File: src/rtl/therm_pkg.sv
package therm_pkg;

    localparam int CODE_W     = 8;
    localparam int DATA_W     = 32;
    localparam int ADDR_W     = 8;
    localparam int MAX_LEV    = DATA_W / CODE_W;
    localparam int LANE       = 4;
    localparam int FALL_OFS   = 16;
    localparam int EMUL_DLY_W = 16;

    localparam logic [1:0] CORE_ON_VAL  = 2'd3;
    localparam logic [1:0] CORE_OFF_VAL = 2'd2;

    localparam logic [ADDR_W-1:0] A_CTRL = 8'h20;
    localparam logic [ADDR_W-1:0] A_CORE = 8'h28;
    localparam logic [ADDR_W-1:0] A_TEMP = 8'h40;
    localparam logic [ADDR_W-1:0] A_RISE = 8'h50;
    localparam logic [ADDR_W-1:0] A_FALL = 8'h54;
    localparam logic [ADDR_W-1:0] A_IEN  = 8'h70;
    localparam logic [ADDR_W-1:0] A_IST  = 8'h74;
    localparam logic [ADDR_W-1:0] A_ICLR = 8'h78;
    localparam logic [ADDR_W-1:0] A_EMUL = 8'h80;

    typedef logic [CODE_W-1:0] code_t;

    typedef struct packed {
        logic [EMUL_DLY_W-1:0] delay;
        code_t                 code;
        logic [6:0]            rsvd;
        logic                  on;
    } emul_t;

    function automatic logic [DATA_W-1:0] ien_mask(int n);
        logic [DATA_W-1:0] m;
        m = '0;
        for (int i = 0; i < n; i++) begin
            m[LANE*i]          = 1'b1;
            m[FALL_OFS+LANE*i] = 1'b1;
        end
        return m;
    endfunction

endpackage

File: src/rtl/therm_regs.sv
module therm_regs
    import therm_pkg::*;
#(
    parameter int N_LEV = 4
) (
    input  logic              clk,
    input  logic              rst,
    input  logic              wr_en,
    input  logic [ADDR_W-1:0] wr_addr,
    input  logic [DATA_W-1:0] wr_data,
    input  logic              sample_stb,
    input  code_t             sensor_code,
    output logic              core_on,
    output logic [1:0]        ctrl_q,
    output logic [DATA_W-1:0] rise_q,
    output logic [DATA_W-1:0] fall_q,
    output logic [DATA_W-1:0] ien_q,
    output emul_t             emul_q,
    output code_t             temp_q,
    output code_t             cur_code,
    output logic              accept
);

    localparam logic [DATA_W-1:0] IEN_MASK = ien_mask(N_LEV);

    logic [EMUL_DLY_W-1:0] tick_cnt;
    logic                  emul_act;
    logic                  emul_wr;

    assign core_on  = (ctrl_q == CORE_ON_VAL);
    assign accept   = sample_stb && core_on;
    assign emul_wr  = wr_en && (wr_addr == A_EMUL);
    assign emul_act = emul_q.on && (tick_cnt == '0);
    assign cur_code = emul_act ? emul_q.code : sensor_code;

    always_ff @(posedge clk) begin
        if (rst) begin
            ctrl_q <= CORE_OFF_VAL;
            rise_q <= '0;
            fall_q <= '0;
            ien_q  <= '0;
        end else if (wr_en) begin
            case (wr_addr)
                A_CTRL:  ctrl_q <= wr_data[1:0];
                A_RISE:  rise_q <= wr_data;
                A_FALL:  fall_q <= wr_data;
                A_IEN:   ien_q  <= wr_data & IEN_MASK;
                default: ;
            endcase
        end
    end

    always_ff @(posedge clk) begin
        if (rst) begin
            emul_q   <= '0;
            tick_cnt <= '0;
        end else if (emul_wr) begin
            emul_q   <= emul_t'(wr_data);
            tick_cnt <= wr_data[DATA_W-1 -: EMUL_DLY_W];
        end else if (accept && (tick_cnt != '0)) begin
            tick_cnt <= tick_cnt - 1'b1;
        end
    end

    always_ff @(posedge clk) begin
        if (rst) begin
            temp_q <= '0;
        end else if (accept) begin
            temp_q <= cur_code;
        end
    end

    p_temp_hold_r3: assert property (@(posedge clk) disable iff (rst)
        !(sample_stb && core_on) |=> $stable(temp_q));

    p_cnt_idle_r9: assert property (@(posedge clk) disable iff (rst)
        (tick_cnt == '0 && !emul_wr) |=> (tick_cnt == '0));

endmodule

File: src/rtl/therm_cmp.sv
module therm_cmp
    import therm_pkg::*;
#(
    parameter int N_LEV = 4
) (
    input  logic              fire,
    input  code_t             prev_code,
    input  code_t             new_code,
    input  logic [DATA_W-1:0] rise_thr,
    input  logic [DATA_W-1:0] fall_thr,
    output logic [N_LEV-1:0]  rise_ev,
    output logic [N_LEV-1:0]  fall_ev
);

    for (genvar i = 0; i < N_LEV; i++) begin : g_lvl
        code_t up_t;
        code_t dn_t;
        assign up_t = rise_thr[CODE_W*i +: CODE_W];
        assign dn_t = fall_thr[CODE_W*i +: CODE_W];
        assign rise_ev[i] = fire && (new_code >= up_t) && (prev_code < up_t);
        assign fall_ev[i] = fire && (dn_t != '0) && (new_code < dn_t) && (prev_code >= dn_t);
    end

endmodule

File: src/rtl/therm_stat.sv
module therm_stat #(
    parameter int N_LEV = 4
) (
    input  logic             clk,
    input  logic             rst,
    input  logic [N_LEV-1:0] rise_ev,
    input  logic [N_LEV-1:0] fall_ev,
    input  logic             clr_we,
    input  logic [N_LEV-1:0] clr_rise,
    input  logic [N_LEV-1:0] clr_fall,
    input  logic [N_LEV-1:0] en_rise,
    input  logic [N_LEV-1:0] en_fall,
    input  logic             core_on,
    output logic [N_LEV-1:0] rise_st,
    output logic [N_LEV-1:0] fall_st,
    output logic             irq
);

    logic [N_LEV-1:0] kill_r;
    logic [N_LEV-1:0] kill_f;

    assign kill_r = clr_we ? clr_rise : '0;
    assign kill_f = clr_we ? clr_fall : '0;

    always_ff @(posedge clk) begin
        if (rst) begin
            rise_st <= '0;
            fall_st <= '0;
        end else begin
            rise_st <= (rise_st & ~kill_r) | rise_ev;
            fall_st <= (fall_st & ~kill_f) | fall_ev;
        end
    end

    assign irq = core_on && ((|(rise_st & en_rise)) || (|(fall_st & en_fall)));

    for (genvar i = 0; i < N_LEV; i++) begin : g_chk
        p_sticky_r6: assert property (@(posedge clk) disable iff (rst)
            (rise_st[i] && !(clr_we && clr_rise[i])) |=> rise_st[i]);
        p_set_wins_r7: assert property (@(posedge clk) disable iff (rst)
            (fall_ev[i] || rise_ev[i]) |=> (fall_st[i] || rise_st[i]));
        p_quiet_r6: assert property (@(posedge clk) disable iff (rst)
            (!rise_ev[i] && !rise_st[i]) |=> !rise_st[i]);
    end

endmodule

File: src/rtl/therm_irq_ctrl.sv
module therm_irq_ctrl
    import therm_pkg::*;
#(
    parameter int N_LEV = 4
) (
    input  logic              clk,
    input  logic              rst,
    input  logic              sample_stb,
    input  logic [7:0]        sensor_code,
    input  logic [7:0]        reg_addr,
    input  logic              reg_we,
    input  logic [31:0]       reg_wdata,
    output logic [31:0]       reg_rdata,
    output logic              irq
);

    localparam int LEV = (N_LEV > MAX_LEV) ? MAX_LEV : N_LEV;

    logic              core_on;
    logic [1:0]        ctrl_q;
    logic [DATA_W-1:0] rise_q;
    logic [DATA_W-1:0] fall_q;
    logic [DATA_W-1:0] ien_q;
    emul_t             emul_q;
    code_t             temp_q;
    code_t             cur_code;
    logic              accept;
    logic [LEV-1:0]    rise_ev;
    logic [LEV-1:0]    fall_ev;
    logic [LEV-1:0]    rise_st;
    logic [LEV-1:0]    fall_st;
    logic [LEV-1:0]    clr_rise;
    logic [LEV-1:0]    clr_fall;
    logic [LEV-1:0]    en_rise;
    logic [LEV-1:0]    en_fall;
    logic [DATA_W-1:0] stat_w;
    logic              clr_we;

    assign clr_we = reg_we && (reg_addr == A_ICLR);

    therm_regs #(.N_LEV(LEV)) u_regs (
        .clk         (clk),
        .rst         (rst),
        .wr_en       (reg_we),
        .wr_addr     (reg_addr),
        .wr_data     (reg_wdata),
        .sample_stb  (sample_stb),
        .sensor_code (sensor_code),
        .core_on     (core_on),
        .ctrl_q      (ctrl_q),
        .rise_q      (rise_q),
        .fall_q      (fall_q),
        .ien_q       (ien_q),
        .emul_q      (emul_q),
        .temp_q      (temp_q),
        .cur_code    (cur_code),
        .accept      (accept)
    );

    therm_cmp #(.N_LEV(LEV)) u_cmp (
        .fire      (accept),
        .prev_code (temp_q),
        .new_code  (cur_code),
        .rise_thr  (rise_q),
        .fall_thr  (fall_q),
        .rise_ev   (rise_ev),
        .fall_ev   (fall_ev)
    );

    for (genvar i = 0; i < LEV; i++) begin : g_map
        assign clr_rise[i] = reg_wdata[LANE*i];
        assign clr_fall[i] = reg_wdata[FALL_OFS+LANE*i];
        assign en_rise[i]  = ien_q[LANE*i];
        assign en_fall[i]  = ien_q[FALL_OFS+LANE*i];
    end

    always_comb begin
        stat_w = '0;
        for (int i = 0; i < LEV; i++) begin
            stat_w[LANE*i]          = rise_st[i];
            stat_w[FALL_OFS+LANE*i] = fall_st[i];
        end
    end

    therm_stat #(.N_LEV(LEV)) u_stat (
        .clk      (clk),
        .rst      (rst),
        .rise_ev  (rise_ev),
        .fall_ev  (fall_ev),
        .clr_we   (clr_we),
        .clr_rise (clr_rise),
        .clr_fall (clr_fall),
        .en_rise  (en_rise),
        .en_fall  (en_fall),
        .core_on  (core_on),
        .rise_st  (rise_st),
        .fall_st  (fall_st),
        .irq      (irq)
    );

    always_comb begin
        case (reg_addr)
            A_CTRL:  reg_rdata = {{(DATA_W-2){1'b0}}, ctrl_q};
            A_CORE:  reg_rdata = {{(DATA_W-1){1'b0}}, core_on};
            A_TEMP:  reg_rdata = {{(DATA_W-CODE_W){1'b0}}, temp_q};
            A_RISE:  reg_rdata = rise_q;
            A_FALL:  reg_rdata = fall_q;
            A_IEN:   reg_rdata = ien_q;
            A_IST:   reg_rdata = stat_w;
            A_EMUL:  reg_rdata = emul_q;
            default: reg_rdata = '0;
        endcase
    end

    p_off_frozen_r2: assert property (@(posedge clk) disable iff (rst)
        (!core_on && !clr_we) |=> $stable(stat_w));

endmodule

File: config.mk
export PLATFORM = sky130hd
export DESIGN_NAME = therm_irq_ctrl
export DESIGN_NICKNAME = d
export VERILOG_FILES = /design/src/rtl/therm_pkg.sv /design/src/rtl/therm_regs.sv /design/src/rtl/therm_cmp.sv /design/src/rtl/therm_stat.sv /design/src/rtl/therm_irq_ctrl.sv
export SDC_FILE = /design/constraint.sdc
export NUM_CORES = 1
export LEC_CHECK = 0
export ABC_CLOCK_PERIOD_IN_PS = 3550
export BUFFER_PORTS_ARGS = -buffer_cell sky130_fd_sc_hd__buf_2
export CORE_MARGIN = 2
export CORE_UTILIZATION = 25
export CTS_CLUSTER_DIAMETER = 50
export DETAILED_ROUTE_END_ITERATION = 8
export SLEW_MARGIN = 10
export SYNTH_ARGS = -nofsm -noshare
export SYNTH_HDL_FRONTEND = slang
export SYNTH_HIERARCHICAL = 1
export SYNTH_SLANG_ARGS = --single-unit
export TNS_END_PERCENT = 30
File: constraint.sdc
create_clock -name clk -period 3.55 [get_ports clk]
set_clock_uncertainty 0.2 [all_clocks]
set_input_delay 0.71 -clock clk [delete_from_list [all_inputs] [get_ports clk]]
set_output_delay 0.71 -clock clk [all_outputs]
set_load 0.1 [all_outputs]
==> metrics.yaml, run 1 <==
place:
  dp_hpwl_mm: 26.4
  portBuffers: 84
  place_congestion: 0.952
  dp_slack_ps: 110
  post-place-cells: 1807
  dpl_cell_area_um2: 11300
power_and_ir_drop:
  clockPowerShare: 0.522
  power.total_w: 0.00387
  power_density_nw_per_um2: 324
  p_int_w: 0.00291
  switching_power_w: 0.000966
  power.static_leakage_nw: 4.61
  switching_share: 0.250
  combPwrFrac: 0.077
  p_seq_frac: 0.401
  irDropWorstVdd_uv: 315
finish:
  syn_to_final_growth_pct: 23.6
  final_nets: 1481
  drive_above_1_share: 0.164
  layoutNonFillerInstCount: 1839
  nFillCells: 4086
  diodes: 0
  stdcell_area_um2: 12000
  layout_commonest_cell: "nand2_1"
  final_cell_mix: "226 x nand2_1, 140 x a21oi_1, 138 x dfxtp_1, 121 x ha_1, 75 x inv_1"
clocking:
  cts_buffers: 17
  htreeDepth: 4
  clk_pin_slew_ps: 60
  hold_buffers: 0
  clockBufferDepth: 2
  insertion_delay_ps: 440
  cts_tree: "built"
  ctsRootBufferMaster: "clkbuf_16"
  cts.sinks: 138
drt:
  via_count: 9565
  wl_per_cell_um: 19.4
  drcViolationCount: 0
  viasPerCell: 5.20
  drtIter0Drc: 933
  final_antenna_net_count: 0
  firstDrtPassIters: 5
  totalWireLength_mm: 35.7
timing:
  hold_viol: 0
  finalSetupViolCount: 0
  min_period_over_period: 0.944
  fin_ws_ps: 197
  worst_pin_slew_ps: 787
  fin_tns_setup_ps: 0
  clock.fmax_mhz: 298
  relSlewSlack: 0.474
  finalMaxSlewViolations: 0
  fin_crit_ps: 3350
grt:
  antenna_found_initial: 0
  track_usage: 0.174
  grt_pass1_vias: 9137
  grt_first_pass_wirelength_mm: 54.4
  grt_max_degree: 65
  overflow: 0
yosys:
  yosysWarnings: 6
  synth-seq-area-share: 0.286
  syn_inst: 1216
  ys_ff_latch: 138
  synth.avg_cell_area_um2: 7.96
  synthFlopType: "dfxtp_1"
  synthDistinctLibCells: 69
  synth_edf_count: 0
  syn_area_um2: 9670
  synth_async_sr_flop_share: 0
critical_path:
  cp.required_ps: 3680
  worst_ep_arrival_time_ps: 3480
  cp-end-kind: "flop"
  start_kind: "flop"
  slowest_delay_ps: 510
  cp_slowest_cell: "and4_1"
  crit_buf_inv: 1
  path_max_fanout: 9
  crit_chain: "inv_1 > ha_1 > nor3b_4 > and4_1 > nand4_1 > nand2_1 > ha_1 > nand2_1 > nor2_1 > a211oi_1 > o21ai_0 > o211a_1 > o21ba_1"
  path_class: "reg -> reg"
  critPathTopFamily: "simple AND/OR/NAND/NOR gates"
die:
  start_util: 0.252
  die_y_um: 201
  die_area_um2: 40300
  rows: 72
  dieWidth_um: 201
  coreArea_um2: 38400
  pin_count: 85
run_status:
  status: "finished clean"
hold_path:
  hold_path_class: "reg -> reg"
flow_run:
  cap_violations: 0
stage by stage:
stage / util / hold slack, ps
floorplan: - / 228
global route: 0.311 / 270
global placement: 0.294 / 238
CTS: 0.311 / 252
finish: 0.311 / 251
detailed placement: 0.294 / 244
state kept, by name, summed over array words and instances, names as in the netlist:
| signal | count |
|---|---|
| u_regs/fall_q | 32 |
| u_stat/fall_st | 4 |
| u_regs/ctrl_q | 2 |
| u_stat/rise_st | 4 |
| u_regs/temp_q | 8 |
| u_regs/rise_q | 32 |
| u_regs/emul_q | 32 |
| u_regs/ien_q | 8 |
| u_regs/tick_cnt | 16 |
power groups by stage:
stage	Combinational (W)	Clock [W]	Sequential [W]
2_1_floorplan	0.000175	0	0.00159
3_3_place_gp	0.000290	0	0.00159
3_5_place_dp	0.000293	0	0.00159
4_1_cts	0.000295	0.00204	0.00155
5_1_grt	0.000329	0.00210	0.00155
6_report	0.000300	0.00202	0.00155
metal layers:
metal / share of wire / vias to the layer above / GRT usage
li1: - / 4530 / -
met1: 0.44 / 4587 / 0.232
met2: 0.47 / 382 / 0.285
met3: 0.064 / 66 / 0.0250
met4: 0.031 / 0 / 0.0653
met5: 0 / - / 0
kinds of logic (layout without fill, tap and decap cells):
logic type | after synthesis | in the layout | share of synthesized area
flops | 138 | 138 | 0.286
compound gates | 335 | 335 | 0.221
other cells | 1 | 24 | 0.000388
simple gates | 419 | 419 | 0.207
buf+inv | 160 | 242 | 0.0766
fa+ha+maj | 121 | 121 | 0.156
mux | 42 | 42 | 0.0530
synthesized netlist by cell type, drive strengths merged (4+ instances only):
| cell | number | area share |
|---|---|---|
| a211oi | 12 | 0.0093 |
| o31ai | 7 | 0.0054 |
| or3 | 6 | 0.0047 |
| buf | 39 | 0.030 |
| clkbuf | 45 | 0.017 |
| a31oi | 9 | 0.0058 |
| nor4 | 16 | 0.012 |
| a21boi | 8 | 0.0062 |
| nand4 | 22 | 0.014 |
| nand2 | 226 | 0.088 |
| o21ba | 8 | 0.0083 |
| a21o | 4 | 0.0031 |
| a311oi | 12 | 0.011 |
| o211a | 4 | 0.0041 |
| mux2i | 31 | 0.032 |
| a22oi | 9 | 0.0070 |
| nor3b | 4 | 0.0031 |
| or4 | 11 | 0.0092 |
| nand2b | 14 | 0.0091 |
| a22o | 9 | 0.0081 |
| mux4 | 7 | 0.016 |
| a32oi | 5 | 0.0045 |
| inv | 75 | 0.029 |
| nand3 | 18 | 0.0093 |
| nor3 | 7 | 0.0059 |
| o21ai | 71 | 0.037 |
| dfxtp | 138 | 0.29 |
| and4 | 8 | 0.0072 |
| a221o | 17 | 0.020 |
| a21oi | 140 | 0.072 |
| nor2 | 64 | 0.025 |
| mux2 | 4 | 0.0047 |
| ha | 121 | 0.16 |
worst paths after layout:
check                     start           endpoint  slack, ps  depth (start not counted)
max          u_regs/tick_cnt[1]  u_stat/rise_st[1]        200                         13
min            u_regs/emul_q[4]   u_regs/emul_q[4]        250                          2
max reg2reg  u_regs/tick_cnt[1]  u_stat/rise_st[1]        200                         13
min reg2reg    u_regs/emul_q[4]   u_regs/emul_q[4]        250                          2
timing repair:
action | CTS | global route
buffers inserted | 0 | 0
setup endpoints to repair | 0 | 8
resized for setup | 0 | 5
final cells by class:
class	instances	area [um2]	area share
Sequential cell	138	2760	0.231
Multi-Input combinational cell	941	6290	0.526
Tap cell	518	648	0.0542
Inverter	76	285	0.0239
Clock buffer	18	429	0.0359
Clock inverter	14	219	0.0183
Timing Repair Buffer	134	1320	0.110
worst reg2reg max path, cell delays in order (launching register included):
cell      delay [ps]
dfxtp_1          340
inv_1             60
ha_1             150
nor3b_4          240
and4_1           510
nand4_1          210
nand2_1          410
ha_1             340
nand2_1           90
nor2_1            50
a211oi_1         210
o21ai_0          120
o211a_1          140
o21ba_1          180
No activity file was read; power rests on OpenSTA's default activity.
==> run 2, diff against run 1 <==
Settings changed: CORE_UTILIZATION 25 to 50, PLACE_DENSITY from default to 0.69.
==> metrics.yaml, run 2 (synthesis gave the netlist of run 1 again) <==
drt:
  drtIter0Drc: 1091  # +17%
  via_count: 9641  # +0.79%
  viasPerCell: 6.12  # +18%
  wl_per_cell_um: 20.8  # +7.1%
  final_antenna_net_count: 0  # unchanged
  drcViolationCount: 0  # unchanged
  totalWireLength_mm: 32.7  # -8.2%
  firstDrtPassIters: 8  # +3
critical_path:
  cp.required_ps: 3730  # +50 ps
  worst_ep_arrival_time_ps: 3470  # about the same
  slowest_delay_ps: 340  # -170 ps
  crit_buf_inv: 4  # +3
  worst_path_most_repeated_cell: "buf_4"
  critPathTopFamily: "compound AO/OA/AOI/OAI gates"
  cp-end-kind: "flop"
  cp_slowest_cell: "dfxtp_1"
  start_kind: "flop"
  crit_chain: "inv_1 > ha_1 > nor3b_1 > buf_4 > nand4_1 > buf_4 > o21ai_1 > nand2_1 > buf_4 > ha_1 > o21ai_0 > a21oi_1 > o21ai_0 > a21oi_1 > a211oi_1 > o21ba_1"
  path_max_fanout: 9  # unchanged
  path_class: "reg -> reg"
clocking:
  clk_pin_slew_ps: 70  # about the same
  insertion_delay_ps: 430  # about the same
  cts_buffers: 17  # unchanged
  cts.sinks: 138  # unchanged
  clockBufferDepth: 2  # unchanged
  ctsRootBufferMaster: "clkbuf_16"
  htreeDepth: 4  # unchanged
  hold_buffers: 0  # unchanged
  cts_tree: "built"
finish:
  final_cell_mix: "224 x nand2_1, 140 x a21oi_1, 138 x dfxtp_1, 121 x ha_1, 75 x inv_1"
  diodes: 0  # unchanged
  drive_above_1_share: 0.160  # -0.00318
  syn_to_final_growth_pct: 19.0
  final_nets: 1477  # -0.27%
  final_core_util: 0.612  # +0.300
  reg.largest.list: "u_regs/emul_q (32), u_regs/fall_q (32), u_regs/rise_q (32)"
  layout_commonest_cell: "nand2_1"
flow_run:
  cap_violations: 0  # unchanged
die:
  die_y_um: 143  # -29%
  coreArea_um2: 18800  # -51%
  dieWidth_um: 143  # -29%
  pin_count: 85  # unchanged
  rows: 50  # -31%
  start_util: 0.514  # +0.262
  die_area_um2: 20500  # -49%
place:
  dp_slack_ps: 99.4  # -11.1 ps
  dp_hpwl_mm: 24.1  # -8.9%
  place_congestion: 0.969  # +1.7%
  portBuffers: 84  # unchanged
timing:
  relSlewSlack: 0.415  # -0.0585
  worst_pin_slew_ps: 874  # +86.8 ps
  min_period_over_period: 0.926  # -0.0183
  finalSetupViolCount: 0  # unchanged
  fin_crit_ps: 3290  # -64.9 ps
  hold_viol: 0  # unchanged
  hold_ws_ps: 254  # +2.63 ps
  finalMaxSlewViolations: 0  # unchanged
  clock.fmax_mhz: 304  # +2.0%
  fin_tns_setup_ps: 0  # unchanged
  fin_ws_ps: 262  # +64.9 ps
  rsz0062_at_grt: "no"
grt:
  overflow: 0  # unchanged
  grt_max_degree: 49  # -25%
  antenna_found_initial: 0  # unchanged
  grt_first_pass_wirelength_mm: 50.4  # -7.4%
  track_usage: 0.323  # +0.149
  grt_pass1_vias: 9074  # -0.69%
power_and_ir_drop:
  power_density_nw_per_um2: 322  # -0.68%
  irDropWorstVdd_uv: 426  # +36%
  power.static_leakage_nw: 4.56  # -1.0%
hold_path:
  hold_path_class: "reg -> reg"
run_status:
  status: "finished clean"
## run 2: timing repair
action	4_1_cts	5_1_grt
endpoints found under the setup margin	0	8
gates resized for setup	0	6
setup buffers	0	1
## run 2: power by group
| group | internal [W] | leakage (nW) | switching (W) | total, W |
|---|---|---|---|---|
| registers | 0.00155 | 1.11 | 0.00000250 | 0.00155 |
| logic | 0.000104 | 3.17 | 0.000192 | 0.000296 |
| clock network | 0.00110 | 0.286 | 0.000752 | 0.00186 |
## run 2: worst reg2reg max path: stages (launching register included)
cell and delay (ps):
dfxtp_1 340, inv_1 60, ha_1 200, nor3b_1 210
buf_4 150, nand4_1 70, buf_4 180, o21ai_1 220
nand2_1 300, buf_4 250, ha_1 270, o21ai_0 70
a21oi_1 50, o21ai_0 160, a21oi_1 90, a211oi_1 250
o21ba_1 170
## run 2: metrics by stage
| stage | area (um2) | power, W | cells |
|---|---|---|---|
| 2_1_floorplan | 9760 | 0.00176 | 1239 |
| 3_5_place_dp | 10900 | 0.00187 | 1544 |
| 4_1_cts | 11500 | 0.00370 | 1575 |
| 6_report | 11500 | 0.00371 | 1576 |
| 3_3_place_gp | 10900 | 0.00187 | 1544 |
| 5_1_grt | 11500 | 0.00381 | 1576 |
## run 2: layout make-up
cell class / count / area [um2]
clock buffer: 17 / 425
clock inverter: 14 / 171
fill: 1682 / 7310
inverter: 76 / 285
multi-input combinational: 941 / 6270
sequential: 138 / 2760
tap: 260 / 325
timing repair buffer: 130 / 1270
## run 2: final timing paths
path / startpoint / to / slack [ps] / cells past startpoint
worst min register to register: u_regs/emul_q[1] / u_regs/emul_q[1] / 250 / 2
worst min-delay path: u_regs/emul_q[1] / u_regs/emul_q[1] / 250 / 2
worst max register to register: u_regs/tick_cnt[1] / u_stat/fall_st[0] / 260 / 16
worst max-delay path: u_regs/tick_cnt[1] / u_stat/fall_st[0] / 260 / 16
## run 2: per-layer routing
layer	up-vias	GRT usage	wire (um)
met1	4540	0.433	13800
met2	489	0.490	14600
met4	0	0.135	1160
met5	-	0	0
met3	90	0.0855	3230
li1	4522	-	-
